File: config.mk
export PLATFORM = sky130hd
export DESIGN_NAME = sfl_flash_slave
export DESIGN_NICKNAME = d
export VERILOG_FILES = /design/src/rtl/sfl_pkg.sv /design/src/rtl/sfl_ram.sv /design/src/rtl/sfl_seq.sv /design/src/rtl/sfl_flash_slave.sv
export SDC_FILE = /design/constraint.sdc
export NUM_CORES = 2
export LEC_CHECK = 0
export BUFFER_PORTS_ARGS = -buffer_cell sky130_fd_sc_hd__buf_2
export CAP_MARGIN = 20
export CORE_MARGIN = 8
export CORE_UTILIZATION = 45
export DETAILED_ROUTE_END_ITERATION = 8
export GPL_TIMING_DRIVEN = 0
export MAX_ROUTING_LAYER = met4
export PLACE_DENSITY = 0.59
export SYNTH_ARGS = -nofsm -noshare
export SYNTH_HDL_FRONTEND = slang
export SYNTH_HIERARCHICAL = 1
export SYNTH_SLANG_ARGS = --single-unit
File: constraint.sdc
create_clock -name clk -period 5.2 [get_ports clk]
set_input_delay 0 -clock clk [delete_from_list [all_inputs] [get_ports clk]]
set_output_delay 0 -clock clk [all_outputs]
set_load 0.05 [all_outputs]
File: src/rtl/sfl_pkg.sv
package sfl_pkg;
  localparam int ADDR_BYTES = 3;
  localparam int ADDR_W     = 8 * ADDR_BYTES;
  localparam int CNT_W      = $clog2(ADDR_W + 1);

  localparam logic [7:0] OP_STORE = 8'h02;
  localparam logic [7:0] OP_FETCH = 8'h03;
  localparam logic [7:0] OP_WDIS  = 8'h04;
  localparam logic [7:0] OP_STAT  = 8'h05;
  localparam logic [7:0] OP_WEN   = 8'h06;

  // append one received byte at the low end of the address
  function automatic logic [ADDR_W-1:0] addr_push(input logic [ADDR_W-1:0] a,
                                                  input logic [7:0] b);
    return {a[ADDR_W-9:0], b};
  endfunction

  function automatic logic [7:0] status_of(input logic wen);
    return {6'b0, wen, 1'b0};
  endfunction

  function automatic logic takes_addr(input logic [7:0] op);
    return (op == OP_STORE) || (op == OP_FETCH);
  endfunction
endpackage

File: src/rtl/sfl_ram.sv
module sfl_ram #(
  parameter int AW = 8
) (
  input  logic          clk,
  input  logic          we,
  input  logic [AW-1:0] addr,
  input  logic [7:0]    wdata,
  output logic [7:0]    rdata
);
  localparam int DEPTH = 1 << AW;
  logic [7:0] cells [DEPTH];

  always_ff @(posedge clk) begin
    if (we) cells[addr] <= wdata;
  end

  assign rdata = cells[addr];
endmodule

File: src/rtl/sfl_seq.sv
module sfl_seq
  import sfl_pkg::*;
#(
  parameter int AW = 8
) (
  input  logic             clk,
  input  logic             rst_n,
  input  logic             cs_n,
  input  logic             rx_valid,
  input  logic [7:0]       rx_byte,
  input  logic [7:0]       rd_data,
  output logic             mem_we,
  output logic [AW-1:0]    mem_addr,
  output logic             tx_valid,
  output logic [7:0]       tx_byte,
  output logic             ev_cmd,
  output logic             ev_addr,
  output logic             ev_data,
  output logic             ev_end,
  output logic             cmd_vld,
  output logic [7:0]       cmd_q,
  output logic [CNT_W-1:0] abits,
  output logic             wel
);
  logic [ADDR_W-1:0] addr_q;
  logic              take;
  logic [7:0]        reply;

  assign take    = rx_valid && !cs_n;
  assign ev_cmd  = take && !cmd_vld;
  assign ev_addr = take && cmd_vld && (abits != '0);
  assign ev_data = take && cmd_vld && (abits == '0);
  assign ev_end  = cs_n && cmd_vld;
  assign mem_we  = ev_data && (cmd_q == OP_STORE) && wel;
  assign mem_addr = addr_q[AW-1:0];

  always_comb begin
    reply = 8'h00;
    if (ev_data) begin
      if (cmd_q == OP_FETCH)     reply = rd_data;
      else if (cmd_q == OP_STAT) reply = status_of(wel);
    end
  end

  always_ff @(posedge clk or negedge rst_n) begin
    if (!rst_n) begin
      tx_valid <= 1'b0;
      tx_byte  <= 8'h00;
      cmd_vld  <= 1'b0;
      cmd_q    <= 8'h00;
      abits    <= '0;
      addr_q   <= '0;
      wel      <= 1'b0;
    end else begin
      tx_valid <= take;
      tx_byte  <= take ? reply : 8'h00;
      if (cs_n) begin
        cmd_vld <= 1'b0;
        abits   <= '0;
        if (ev_end && cmd_q == OP_STORE) wel <= 1'b0;
      end else if (ev_cmd) begin
        cmd_q   <= rx_byte;
        cmd_vld <= 1'b1;
        addr_q  <= '0;
        abits   <= takes_addr(rx_byte) ? CNT_W'(ADDR_W) : '0;
        if (rx_byte == OP_WEN)  wel <= 1'b1;
        if (rx_byte == OP_WDIS) wel <= 1'b0;
      end else if (ev_addr) begin
        addr_q <= addr_push(addr_q, rx_byte);
        abits  <= abits - CNT_W'(8);
      end else if (ev_data && takes_addr(cmd_q)) begin
        addr_q <= addr_q + 1'b1;
      end
    end
  end
endmodule

File: src/rtl/sfl_flash_slave.sv
module sfl_flash_slave
  import sfl_pkg::*;
#(
  parameter int MEM_AW = 8
) (
  input  logic       clk,
  input  logic       rst_n,
  input  logic       cs_n,
  input  logic       rx_valid,
  input  logic [7:0] rx_byte,
  output logic       tx_valid,
  output logic [7:0] tx_byte
);
  logic              mem_we;
  logic [MEM_AW-1:0] mem_addr;
  logic [7:0]        rd_data;
  logic              ev_cmd, ev_addr, ev_data, ev_end, cmd_vld, wel;
  logic [7:0]        cmd_q;
  logic [CNT_W-1:0]  abits;

  sfl_seq #(.AW(MEM_AW)) seq_i (
    .clk(clk), .rst_n(rst_n), .cs_n(cs_n), .rx_valid(rx_valid),
    .rx_byte(rx_byte), .rd_data(rd_data), .mem_we(mem_we),
    .mem_addr(mem_addr), .tx_valid(tx_valid), .tx_byte(tx_byte),
    .ev_cmd(ev_cmd), .ev_addr(ev_addr), .ev_data(ev_data), .ev_end(ev_end),
    .cmd_vld(cmd_vld), .cmd_q(cmd_q), .abits(abits), .wel(wel)
  );

  sfl_ram #(.AW(MEM_AW)) ram_i (
    .clk(clk), .we(mem_we), .addr(mem_addr), .wdata(rx_byte), .rdata(rd_data)
  );
endmodule

Yosys cells after proc, flatten, opt, wreduce, memory -nomap -nowiden. Memory sizes are Yosys's and may differ from the RTL's. Cells that the tools add are included.

Add/subtract/negate cells: 2. Equal/unequal tests: 8. Multiplexer cells: 20. Bitwise operators: 1. Reductions and logical operators: 23.

Operators by type and width (number): $mux 24 (3); $eq 8x2->1 const B (4); $add 24x1->24 const B (1); $eq 8x3->1 const B (3); $mux 8 (3); $mux 5 (4); $logic_and 1x1->1 (10); $mux 1 (9); $reduce_bool 3->1 (3); $logic_not 5->1 (1); $reduce_bool 5->1 (1); $sub 5x4->5 const B (1); $reduce_and 2->1 (2); $reduce_and 3->1 (1); $logic_not 1->1 (2); $logic_or 1x1->1 (2); $mux 2 (1); $ne 2x1->1 const B (1); $reduce_bool 2->1 (1); $not 1->1 (1).

Register bits after elaboration: 48. Bits in writable memories: 2048. Input port bits: 12. Output and inout bits: 9. Memories kept: 1.

Memory list: ram_i.cells (words 256, width 8, read ports 1, clocked after Yosys merged registers in 0, write ports 1, line sfl_ram.sv:11) `logic [7:0] cells [DEPTH];`.

Logic depth before layout (Yosys ltp).
Depth after elaboration: 8. Depth in mapped cells: 11. Depth with buffers taken out: 10.

By module. Netlist, hierarchy kept.

By module, submodules not included: sfl_ram (instances 1, cells each 3539, area an instance 78332.6 um2); sfl_seq (instances 1, cells each 142, area an instance 1468.9 um2).

Worst setup path after synthesis. Ideal clock, no wire load.

Kind: reg2reg. Start: reg seq_i.cmd_q[2]. End: mem ram_i.cells[157][0], enable pin. Arrival time: 2.511 ns. Slack: 2.306 ns. Cell stages (with the launch flop): 8. Buffers on the path: 2. Clock period less this slack: 2.894 ns. Path through: dfrtp_1 > nor4b_4 > nand2_1 > nor3_1 > buf_1 > nand3_1 > clkbuf_1 > nor3_1.

Longest elaborated chain between the ends: 5.

RTL lines: from (decl) (line sfl_seq.sv:21) `output logic [7:0] cmd_q,`; from (signal assigned) (line sfl_seq.sv:62) `cmd_q <= rx_byte;`; $eq 8x2->1 (line sfl_seq.sv:34) `assign mem_we = ev_data && (cmd_q == OP_STORE) && wel;`; $logic_and 1x1->1 (2 in a row) (line sfl_seq.sv:34); net mem_we (line sfl_flash_slave.sv:14) `logic mem_we;`; $mux 1 (line sfl_ram.sv:14) `if (we) cells[addr] <= wdata;`; $mux 1 (implied by the code) (line sfl_ram.sv:14); to (decl) (line sfl_ram.sv:11).

The timed path passes the listed nets, and every way through them passes these cells.

Worst setup path in the final report.
Start: reg seq_i.addr_q[1]. End: mem ram_i.cells[142][5], enable pin.

RTL lines: from (decl) (line sfl_seq.sv:25) `logic [ADDR_W-1:0] addr_q;`; from (signal assigned) (line sfl_seq.sv:69) `addr_q <= addr_push(addr_q, rx_byte);`; from (signal assigned) (line sfl_seq.sv:72) `addr_q <= addr_q + 1'b1;`.

No word-level cell before the write port.

==> summary.txt <==
Setup path
  • Top cell by count, worst path: buf_2
  • CP Class: flop to flop
  • CP Max Fanout: 10
  • Required time worst endpoint: 5.64 ns
  • Critical path startpoint category: flop
  • Worst Setup SP: seq_i/addr_q[1]$_DFFE_PN0P_
  • CP max stage delay: 0.89 ns
  • Worst Reg-to-Reg Cells: 8
  • CP Capture Type: flop
  • WP buf/inv: 5
  • CP max stage cell: nor2_1
  • Critical path depth in cells: 8
  • RR Startpoint: seq_i/addr_q[1]$_DFFE_PN0P_
  • Worst endpoint data arrival time: 5.71 ns
  • Cells along the critical path: buf_2, buf_2, buf_2, buf_2, nor2b_1, nand3_1, clkbuf_2, nor2_1
  • CP delay by family, top: buffers and inverters

Floorplanning
  • FP Rows: 154
  • CORE AREA: 0.176 mm^2
  • Vert. Die Dim: 437 um
  • IO Count: 21
  • Die Area: 0.191 mm^2
  • Initial Utilization: 45.3%
  • Die width: 437 um

Timing
  • Hold WS: 0.148 ns
  • Fin worst setup slack: -0.0694 ns
  • Max Transition Viols Final: 0
  • Period utilization: 101%
  • Final setup fails: 64
  • Slew HR: 13.4%
  • Max Clk Rate: 0.190 GHz
  • Setup TNS: -2.30 ns
  • RSZ-0062 raised after global routing: true
  • Slew @ Worst Pin: 1.28 ns
  • Final Skew: 0.0468 ns
  • Hold Fails Final Rpt: 0
  • Clock period minus worst slack: 5.27 ns

Power and ir drop
  • Sw power: 8.21 mW
  • Comb pwr share: 9.5%
  • Seq pwr share: 51.2%
  • Design Power: 36.0 mW
  • P_int: 27.8 mW
  • Clock power share: 39.3%
  • Max IR drop VDD: 392 uV
  • Pleak: 27.2 nW
  • PD cells: 399 mW/mm^2
  • Sw Ratio: 22.8%

Drt
  • Starting DRC count in detailed routing: 5,483
  • WL met3: 19.8 mm
  • 1st-pass router iterations: 5
  • Vias per Instance: 6.22
  • Drc violations: 0
  • Routed wl met2: 102 mm
  • Post-DRT Antenna Nets: 0
  • Routed length on met1: 90.0 mm
  • Vias: 40,300
  • Uppermost layer routed: met4
  • DRT Wirelength: 220 mm
  • DR WL/cell: 33.9 um

Run status
  • Violated checks: setup timing
  • Outcome: complete, but fails checks

Synth
  • Mapped Area: 0.0798 mm^2
  • Synth warn: 6
  • Avg Cell Area, Syn: 21.7 um^2
  • Syn_nets: 3,690
  • Mapped Cells: 3,676

Global route
  • GRT Total Usage: 23.2%
  • Largest net degree at the start of global routing: 137
  • Final global-route overflow total: 0
  • Vias in the first global route: 39,600
  • First-pass GRT wire length: 306 mm
  • Initial antenna violation count: 10

Final layout
  • Most frequent cells in the layout: edfxtp_1, mux4_2, a22oi_1
  • Final Instance Area: 0.0903 mm^2
  • Final #Nets: 3,984
  • Post-layout util: 51.2%
  • Most common cell after layout, fill and taps aside: edfxtp_1
  • Area Growth Syn to Fin: 13.1%
  • Finished Layout Cells: 6,480
  • Proportion of layout cells with a drive suffix above 1: 24.1%

Placement
  • Placed inst area: 0.0837 mm^2
  • Dpl cells: 6,087
  • Final HPWL DP: 143 mm
  • I/O Buffers: 20
  • GPL Wtd Cong: 0.938
  • Setup WS pre-CTS: -0.915 ns

Clock tree
  • H-tree depth: 4
  • Worst-Skew Late Latency: 0.85 ns
  • TritonCTS Buffers: 204
  • Clock-pin slew on the worst setup and hold paths: 0.06 ns
  • Bufs on Longest Clock Path: 3
  • Root Driver: clkbuf_16
  • Clock sink count: 2,077
  • TritonCTS clock tree: done

Flow run
  • MaxCap Viol Count: 0

Hold path
  • Hold depth: 5
  • HP Class: input pin to flop
  • Hold Crit Start: cs_n
[final cells by class]
class | count | area [um^2]
fillers | 14000 | 85900
flip-flops and latches | 2077 | 62200
multi-input cells | 1358 | 16500
clock buffers | 259 | 5410
well taps | 2340 | 2930
plain buffers | 233 | 1140
repair buffers | 89 | 1090
clock inverters | 114 | 947
inverters | 7 | 31.3
diodes | 3 | 7.51
[sequential cells by signal (all words and copies together) (netlist names)]
name            count
ram_i/cells      2048
seq_i/abits         2
seq_i/addr_q        8
seq_i/cmd_q         8
seq_i/cmd_vld       1
seq_i/tx_byte       8
seq_i/tx_valid      1
seq_i/wel           1
[worst reg2reg max path: cells and delay by family (launching register included)]
kind / cells / cell delay, ns
flops: 1 / 0.43
buf+inv: 5 / 2.56
simple gates: 3 / 1.88
[final timing paths]
kind / end / slack [ns]
setup / recovery: ram_i/cells[142][5]$_DFFE_PP_ / -0.07
hold / removal: seq_i/abits[3]$_DFFE_PN0P_ / 0.15
setup reg to reg: ram_i/cells[142][5]$_DFFE_PP_ / -0.07
hold reg to reg: seq_i/cmd_q[4]$_DFFE_PN0P_ / 0.51
max in group asynchronous: seq_i/tx_byte[5]$_DFF_PN0_ / 4.80
min in group asynchronous: seq_i/tx_valid$_DFF_PN0_ / 0.19
[power groups by stage]
stage	combinational [mW]	sequential, mW	clock, mW
finish	3.43	18.4	14.1
global placement	3.36	18.8	0
CTS	3.45	18.4	14.4
global route	3.58	18.4	15.0
detailed placement	3.43	18.8	0
floorplan	2.10	18.8	0
[per-layer routing]
layer / vias up / GRT usage (%)
met2: 2004 / 34.7
met5: - / -
li1: 16200 / -
met3: 353 / 4.95
met1: 21800 / 32.2
met4: 0 / 7.60
[repair_timing]
item,in CTS,in global routing
gates resized for setup,19,2
hold endpoints to repair,1167,0
endpoints found under the setup margin,747,10
gates cloned,0,0
hold buffers,17,0
buffers inserted,0,0
Power figures use the tool's default switching activity.
